==> config.mk <==
export PLATFORM = sky130hd
export DESIGN_NAME = sdiv_unit
export DESIGN_NICKNAME = d
export VERILOG_FILES = /design/src/rtl/hdiv_pkg.sv /design/src/rtl/hdiv_seq.sv /design/src/rtl/hdiv_core.sv /design/src/rtl/hdiv_signfix.sv /design/src/rtl/sdiv_unit.sv
export SDC_FILE = /design/constraint.sdc
export NUM_CORES = 1
export LEC_CHECK = 0
export BUFFER_PORTS_ARGS = -buffer_cell sky130_fd_sc_hd__buf_2
export CELL_PAD_IN_SITES_DETAIL_PLACEMENT = 0
export CELL_PAD_IN_SITES_GLOBAL_PLACEMENT = 1
export CORE_MARGIN = 2
export CORE_UTILIZATION = 45
export DETAILED_ROUTE_END_ITERATION = 6
export GPL_TIMING_DRIVEN = 0
export PLACE_DENSITY = 0.75
export SETUP_SLACK_MARGIN = 0.3
export SLEW_MARGIN = 20
export SYNTH_ARGS = -nofsm -noshare
export SYNTH_HDL_FRONTEND = slang
export SYNTH_HIERARCHICAL = 1
export SYNTH_SLANG_ARGS = --single-unit
export TNS_END_PERCENT = 10
==> constraint.sdc <==
create_clock -name clk -period 19.8 [get_ports clk]
set_clock_uncertainty 0.15 [all_clocks]
set_input_delay 1.98 -clock clk [delete_from_list [all_inputs] [get_ports clk]]
set_output_delay 1.98 -clock clk [all_outputs]
set_load 0.03 [all_outputs]
==> src/rtl/hdiv_pkg.sv <==
`timescale 1ns/1ps
package hdiv_pkg;
  // Register map seen on the bus; the address decode depends on these codes.
  typedef enum logic [1:0] {
    REG_DVD = 2'd0,
    REG_DSR = 2'd1,
    REG_QUO = 2'd2,
    REG_REM = 2'd3
  } hdiv_reg_e;

  // Ceiling division for elaboration-time sizing.
  function automatic int ceil_div(input int num, input int den);
    return (num + den - 1) / den;
  endfunction
endpackage

==> src/rtl/hdiv_seq.sv <==
`timescale 1ns/1ps
// Step sequencer: ITER iteration cycles followed by one finishing cycle.
module hdiv_seq #(
  parameter int ITER = 5
) (
  input  logic clk,
  input  logic rst_n,
  input  logic start,
  output logic busy,
  output logic step,
  output logic fin
);
  localparam int CW = $clog2(ITER + 1);
  localparam logic [CW-1:0] LAST = CW'(ITER);

  logic [CW-1:0] cnt_q;
  logic          busy_q;

  always_ff @(posedge clk or negedge rst_n) begin
    if (!rst_n) begin
      cnt_q  <= '0;
      busy_q <= 1'b0;
    end else if (start) begin
      cnt_q  <= '0;
      busy_q <= 1'b1;
    end else if (busy_q) begin
      if (cnt_q == LAST) begin
        cnt_q  <= '0;
        busy_q <= 1'b0;
      end else begin
        cnt_q <= cnt_q + 1'b1;
      end
    end
  end

  assign busy = busy_q;
  assign step = busy_q && (cnt_q != LAST);
  assign fin  = busy_q && (cnt_q == LAST);

  // a start always leaves the sequencer busy on the next cycle
  assert_start_busy_R3: assert property (@(posedge clk) disable iff (!rst_n)
    start |=> busy);
  // the finishing cycle is never followed by busy unless restarted
  assert_fin_idle_R3: assert property (@(posedge clk) disable iff (!rst_n)
    (fin && !start) |=> !busy);
endmodule

==> src/rtl/hdiv_core.sv <==
`timescale 1ns/1ps
// Unsigned magnitude datapath: restoring division, BPS bits per step.
module hdiv_core #(
  parameter int DW   = 32,
  parameter int DSW  = 16,
  parameter int ITER = 5,
  parameter int BPS  = 7
) (
  input  logic           clk,
  input  logic           rst_n,
  input  logic           load,
  input  logic           step,
  input  logic           fin,
  input  logic [DW-1:0]  dvd_mag,
  input  logic [DSW-1:0] dsr_mag,
  output logic [DW-1:0]  q_mag,
  output logic [DSW-1:0] r_mag
);
  localparam int PAD_W = ITER * BPS;
  localparam int REM_W = DSW + 1;

  typedef struct packed {
    logic [REM_W-1:0] rem;
    logic [PAD_W-1:0] shq;
  } part_t;

  part_t           st_q, st_d;
  logic [DSW-1:0]  dsr_q;

  // One step: BPS shift-compare-subtract rounds, most significant bit first.
  function automatic part_t radix_step(input part_t cur, input logic [DSW-1:0] d);
    part_t w;
    w = cur;
    for (int i = 0; i < BPS; i++) begin
      w.rem = {w.rem[REM_W-2:0], w.shq[PAD_W-1]};
      if (w.rem >= {1'b0, d}) begin
        w.rem = w.rem - {1'b0, d};
        w.shq = {w.shq[PAD_W-2:0], 1'b1};
      end else begin
        w.shq = {w.shq[PAD_W-2:0], 1'b0};
      end
    end
    return w;
  endfunction

  always_comb st_d = radix_step(st_q, dsr_q);

  always_ff @(posedge clk or negedge rst_n) begin
    if (!rst_n) begin
      st_q  <= '0;
      dsr_q <= '0;
    end else if (load) begin
      st_q.rem <= '0;
      st_q.shq <= PAD_W'(dvd_mag);
      dsr_q    <= dsr_mag;
    end else if (step) begin
      st_q <= st_d;
    end
  end

  assign q_mag = st_q.shq[DW-1:0];
  assign r_mag = st_q.rem[DSW-1:0];

  // the partial remainder stays below the divisor magnitude
  assert_rem_bound_R4: assert property (@(posedge clk) disable iff (!rst_n)
    ((step || fin) && dsr_q != '0) |-> (st_q.rem < {1'b0, dsr_q}));

  generate
    if (PAD_W > DW) begin : g_pad
      // quotient bits of the zero padding are zero when finishing
      assert_pad_zero_R4: assert property (@(posedge clk) disable iff (!rst_n)
        (fin && dsr_q != '0) |-> (st_q.shq[PAD_W-1:DW] == '0));
    end
  endgenerate
endmodule

==> src/rtl/hdiv_signfix.sv <==
`timescale 1ns/1ps
// Final sign correction and divide-by-zero substitution.
module hdiv_signfix #(
  parameter int DW  = 32,
  parameter int DSW = 16
) (
  input  logic [DW-1:0]  q_mag,
  input  logic [DSW-1:0] r_mag,
  input  logic           neg_q,
  input  logic           neg_r,
  input  logic           zero,
  input  logic [DSW-1:0] dvd_lo,
  output logic [DW-1:0]  quot,
  output logic [DW-1:0]  rem
);
  function automatic logic [DW-1:0] sext(input logic [DSW-1:0] v);
    return {{(DW-DSW){v[DSW-1]}}, v};
  endfunction

  function automatic logic [DW-1:0] apply_q(input logic [DW-1:0] m, input logic n);
    return n ? (~m + 1'b1) : m;
  endfunction

  function automatic logic [DSW-1:0] apply_r(input logic [DSW-1:0] m, input logic n);
    return n ? (~m + 1'b1) : m;
  endfunction

  always_comb begin
    if (zero) begin
      quot = '1;
      rem  = sext(dvd_lo);
    end else begin
      quot = apply_q(q_mag, neg_q);
      rem  = sext(apply_r(r_mag, neg_r));
    end
  end
endmodule

==> src/rtl/sdiv_unit.sv <==
`timescale 1ns/1ps
module sdiv_unit #(
  parameter int DW      = 32,
  parameter int DSW     = 16,
  parameter int LATENCY = 6
) (
  input  logic          clk,
  input  logic          rst_n,
  input  logic          wr_en,
  input  logic          rd_en,
  input  logic [1:0]    addr,
  input  logic [DW-1:0] wdata,
  output logic [DW-1:0] rdata,
  output logic          ready,
  output logic          busy,
  output logic          div_zero
);
  import hdiv_pkg::*;

  localparam int ITER = LATENCY - 1;
  localparam int BPS  = ceil_div(DW, ITER);
  localparam int CW   = $clog2(ITER + 1);

  hdiv_reg_e reg_sel;
  assign reg_sel = hdiv_reg_e'(addr);

  logic [DW-1:0]  dvd_q, quot_q, rem_q;
  logic [DSW-1:0] dsr_q;
  logic           zflag_q;
  logic           op_neg_q, op_neg_r, op_zero;
  logic [DSW-1:0] op_lo;

  // Named internal events
  logic start, step, fin, commit;
  assign start  = wr_en && (reg_sel == REG_DSR);
  assign commit = fin && !start;

  function automatic logic [DW-1:0] mag_dw(input logic [DW-1:0] v);
    return v[DW-1] ? (~v + 1'b1) : v;
  endfunction
  function automatic logic [DSW-1:0] mag_dsw(input logic [DSW-1:0] v);
    return v[DSW-1] ? (~v + 1'b1) : v;
  endfunction

  logic [DSW-1:0] new_dsr;
  assign new_dsr = wdata[DSW-1:0];

  hdiv_seq #(.ITER(ITER)) u_seq (
    .clk(clk), .rst_n(rst_n), .start(start),
    .busy(busy), .step(step), .fin(fin)
  );

  logic [DW-1:0]  q_mag;
  logic [DSW-1:0] r_mag;

  hdiv_core #(.DW(DW), .DSW(DSW), .ITER(ITER), .BPS(BPS)) u_core (
    .clk(clk), .rst_n(rst_n), .load(start), .step(step), .fin(fin),
    .dvd_mag(mag_dw(dvd_q)), .dsr_mag(mag_dsw(new_dsr)),
    .q_mag(q_mag), .r_mag(r_mag)
  );

  logic [DW-1:0] fix_q, fix_r;

  hdiv_signfix #(.DW(DW), .DSW(DSW)) u_fix (
    .q_mag(q_mag), .r_mag(r_mag), .neg_q(op_neg_q), .neg_r(op_neg_r),
    .zero(op_zero), .dvd_lo(op_lo), .quot(fix_q), .rem(fix_r)
  );

  // Operand registers and per-operation snapshot
  always_ff @(posedge clk or negedge rst_n) begin
    if (!rst_n) begin
      dvd_q    <= '0;
      dsr_q    <= '0;
      zflag_q  <= 1'b0;
      op_neg_q <= 1'b0;
      op_neg_r <= 1'b0;
      op_zero  <= 1'b0;
      op_lo    <= '0;
    end else if (wr_en) begin
      if (reg_sel == REG_DVD) begin
        dvd_q <= wdata;
      end else if (reg_sel == REG_DSR) begin
        dsr_q    <= new_dsr;
        zflag_q  <= (new_dsr == '0);
        op_zero  <= (new_dsr == '0);
        op_neg_q <= dvd_q[DW-1] ^ new_dsr[DSW-1];
        op_neg_r <= dvd_q[DW-1];
        op_lo    <= dvd_q[DSW-1:0];
      end
    end
  end

  // Result registers
  always_ff @(posedge clk or negedge rst_n) begin
    if (!rst_n) begin
      quot_q <= '0;
      rem_q  <= '0;
    end else if (commit) begin
      quot_q <= fix_q;
      rem_q  <= fix_r;
    end
  end

  // Read side with wait insertion on result reads
  always_comb begin
    unique case (reg_sel)
      REG_DVD: rdata = dvd_q;
      REG_DSR: rdata = {{(DW-DSW){dsr_q[DSW-1]}}, dsr_q};
      REG_QUO: rdata = quot_q;
      default: rdata = rem_q;
    endcase
  end

  assign ready    = !(rd_en && addr[1] && busy);
  assign div_zero = zflag_q;

  // Independent latency tracker for the latency assertion
  logic [CW-1:0] lat_q;
  always_ff @(posedge clk or negedge rst_n) begin
    if (!rst_n)                               lat_q <= '0;
    else if (start)                           lat_q <= '0;
    else if (busy && lat_q != CW'(ITER))      lat_q <= lat_q + 1'b1;
  end

  // the finishing cycle falls LATENCY-1 cycles after the start edge
  assert_latency_R3: assert property (@(posedge clk) disable iff (!rst_n)
    fin |-> (lat_q == CW'(ITER)));
  // results never move while a division is still iterating
  assert_hold_R6: assert property (@(posedge clk) disable iff (!rst_n)
    (busy && !fin) |=> ($stable(quot_q) && $stable(rem_q)));
  // a zero divisor yields the all-ones quotient with the flag up
  assert_zero_result_R7: assert property (@(posedge clk) disable iff (!rst_n)
    (commit && op_zero) |=> (quot_q == '1 && zflag_q));
  // a committed remainder is zero or carries the dividend's sign
  assert_rem_sign_R4: assert property (@(posedge clk) disable iff (!rst_n)
    (commit && !op_zero) |=> (rem_q == '0 || rem_q[DW-1] == $past(op_neg_r)));
  // remainder upper bits are a sign extension of bit DSW-1
  assert_rem_sext_R5: assert property (@(posedge clk) disable iff (!rst_n)
    commit |=> (rem_q[DW-1:DSW-1] == '0 || rem_q[DW-1:DSW-1] == '1));
endmodule

==> out/metrics.yaml <==
timing:
  worst_pin_slew_ns: 0.893
  setup_viol: 0
  rsz0062_at_grt: "no"
  max_slew_margin_pct: 40.5
  slew_violations: 0
  layout_min_cycle_time_ns: 18.44
  whs_ns: 0.339
  finalHoldViolations: 0
  fin_crit_sh_pct: 93.1
  fmax_mhz: 54.2
place:
  gp_congestion: 0.918
  dp_cells: 2522
  place_area_um2: 19000
  hpwl_mm: 44.7
  port_buffers: 68
cts:
  clock_path_buffers: 3
  cts_made_buffers: 22
  clkTransAtPathRegs_ns: 0.06
  cts-root-buf: "clkbuf_16"
  clock_latency_ns: 0.53
  htreeDepth: 1
  cts_hold_buf: 0
  tritoncts: "yes"
  cts_sinks: 202
critical_path:
  cp-start-kind: "register"
  critPathTopFamily: "compound AO/OA/AOI/OAI gates"
  critPathMaxFanout: 10
  worstPathArrival_ns: 18.69
  critPathBufInv: 13
  crit_required_ns: 20.05
  cpPeakStageDelay_ns: 0.53
  path_common_cell: "a21oi_1"
  critPathCaptureType: "register"
  crit_slowest_cell: "dfrtp_1"
  path_class: "reg2reg"
detailed_routing:
  route.met3.wl_mm: 3.25
  viasPerCell: 5.91
  vias: 15383
  wire_per_inst_um: 22.3
  antenna_left: 0
  met2_length_mm: 27.3
  route.detailed.drc: 0
  dr.pass1.iters: 6
  drtIter0Drc: 1134
  top_layer: "met4"
  wl_met1_mm: 25.8
  wl_mm: 58.1
yosys:
  syn-num-nets: 2088
  syn_area_per_cell_um2: 9.29
  synth_area_um2: 17900
  synthCells: 1927
  synth.distinct_cells: 88
  ys_ff_latch: 202
  synth_top_flop_cell: "dfrtp_1"
  yosysSeqAreaShare_pct: 28.2
  synthArstFlopShare_pct: 100
  synth_warnings: 6
  synth_edf_count: 0
die:
  core_area_um2: 39500
  rows: 73
  start_util_pct: 45.4
  die_w_um: 203
  pin_count: 73
  die_h_um: 203
  dieArea_um2: 41400
final_layout:
  fin_nets: 2226
  stdcell_count: 2605
  area_growth_pct: 14.1
  layout_commonest_cell: "dfrtp_1"
  utilization_pct: 51.8
  final_area_um2: 20400
  final_cell_mix: "dfrtp_1, nand2_1, mux2_2, o21ai_0, buf_4"
  drive_gt1_share_pct: 26.3
  antennaDiodeCount: 0
grt:
  grt_usage_pct: 28.0
  grt_max_degree: 101
  grt_pass1_wl_mm: 89.3
  antenna_found_initial: 0
  grt_pass1_vias: 15206
  overflow: 0
status:
  outcome: "finished clean"
job:
  maxCapViolCount: 0
min_path:
  hp-class: "reg2reg"
-- cell type report --
type	instances	area [um^2]
fill	3707	19000
multi-input combinational	1494	12000
sequential	202	5060
buffer	152	925
timing repair buffer	114	748
tap	525	657
clock buffer	32	629
inverter	79	350
clock inverter	7	110
-- what timing repair did --
item | CTS | global route
pin swaps | 9 | 13
setup endpoints to repair | 18 | 17
gates resized for setup | 62 | 52
setup buffers | 26 | 18
endpoints found under the hold margin | 0 | 0
-- kinds of logic after synthesis --
logic type | after synthesis | synth area share [%]
XOR/XNOR | 164 | 8.03
AND/OR/NAND/NOR | 483 | 13.2
multiplexers | 255 | 17.9
flip-flops | 202 | 28.2
AO/OA/AOI/OAI | 469 | 17.2
adder cells (fa/ha/maj) | 123 | 8.89
buffers and inverters | 231 | 6.57
-- flip-flops by register name, indices dropped and copies added (netlist names) --
register and count:
dsr_q 16, dvd_q 32, op_lo 16, op_neg_q 1, op_neg_r 1, op_zero 1, quot_q 32, rem_q 32
u_core/dsr_q 16, u_core/q_mag 32, u_core/r_mag 16, u_core/st_q 3, u_seq/busy 1, u_seq/cnt_q 3
-- synthesized netlist by cell type, drive strengths merged (32+ instances only) --
cell	instances	share of area (%)
nor2	86	1.8
a21oi	101	2.8
nand2	191	4.0
ha	116	8.1
o31ai	35	1.5
mux2	176	11
buf	94	3.7
inv	77	1.6
xor2	56	2.7
xnor2	108	5.3
o21ai	147	4.2
a21o	34	1.4
dfrtp	202	28
mux2i	47	2.7
clkbuf	58	1.2
mux4	32	4.0
-- per-layer routing --
metal | track usage [%] | vias up
li1 | - | 7287
met1 | 38.2 | 7579
met2 | 46.4 | 419
met3 | 4.19 | 98
met4 | 7.92 | 0
met5 | 0 | -
-- worst min-delay path: stages, from the launching register on --
cell and delay, ns:
dfrtp_1 0.34, nand2_1 0.05, nand2_1 0.06
-- final timing paths --
path,startpoint,to,slack [ns],cells after the start
setup / recovery,u_core/r_mag[1]$_DFFE_PN0P_,u_core/r_mag[11]$_DFFE_PN0P_,1.36,86
hold / removal,dsr_q[14]$_DFFE_PN0P_,dsr_q[14]$_DFFE_PN0P_,0.34,2
setup reg to reg,u_core/r_mag[1]$_DFFE_PN0P_,u_core/r_mag[11]$_DFFE_PN0P_,1.36,86
hold reg to reg,dsr_q[14]$_DFFE_PN0P_,dsr_q[14]$_DFFE_PN0P_,0.34,2
max in group asynchronous,rst_n,dvd_q[28]$_DFFE_PN0P_,17.27,3
min in group asynchronous,rst_n,op_lo[13]$_DFFE_PN0P_,1.12,1
-- per-stage QoR --
| stage | worst slack (ns) | setup TNS [ns] |
|---|---|---|
| floorplan | 1.42 | 0 |
| global placement | -3.48 | -56.96 |
| detailed placement | -3.76 | -62.16 |
| CTS | 0.297 | 0 |
| global route | 0.166 | 0 |
| finish | 1.36 | 0 |
Power is not shown: default switching activity piles up to over one toggle a cycle in this logic, so the estimate is an artifact.
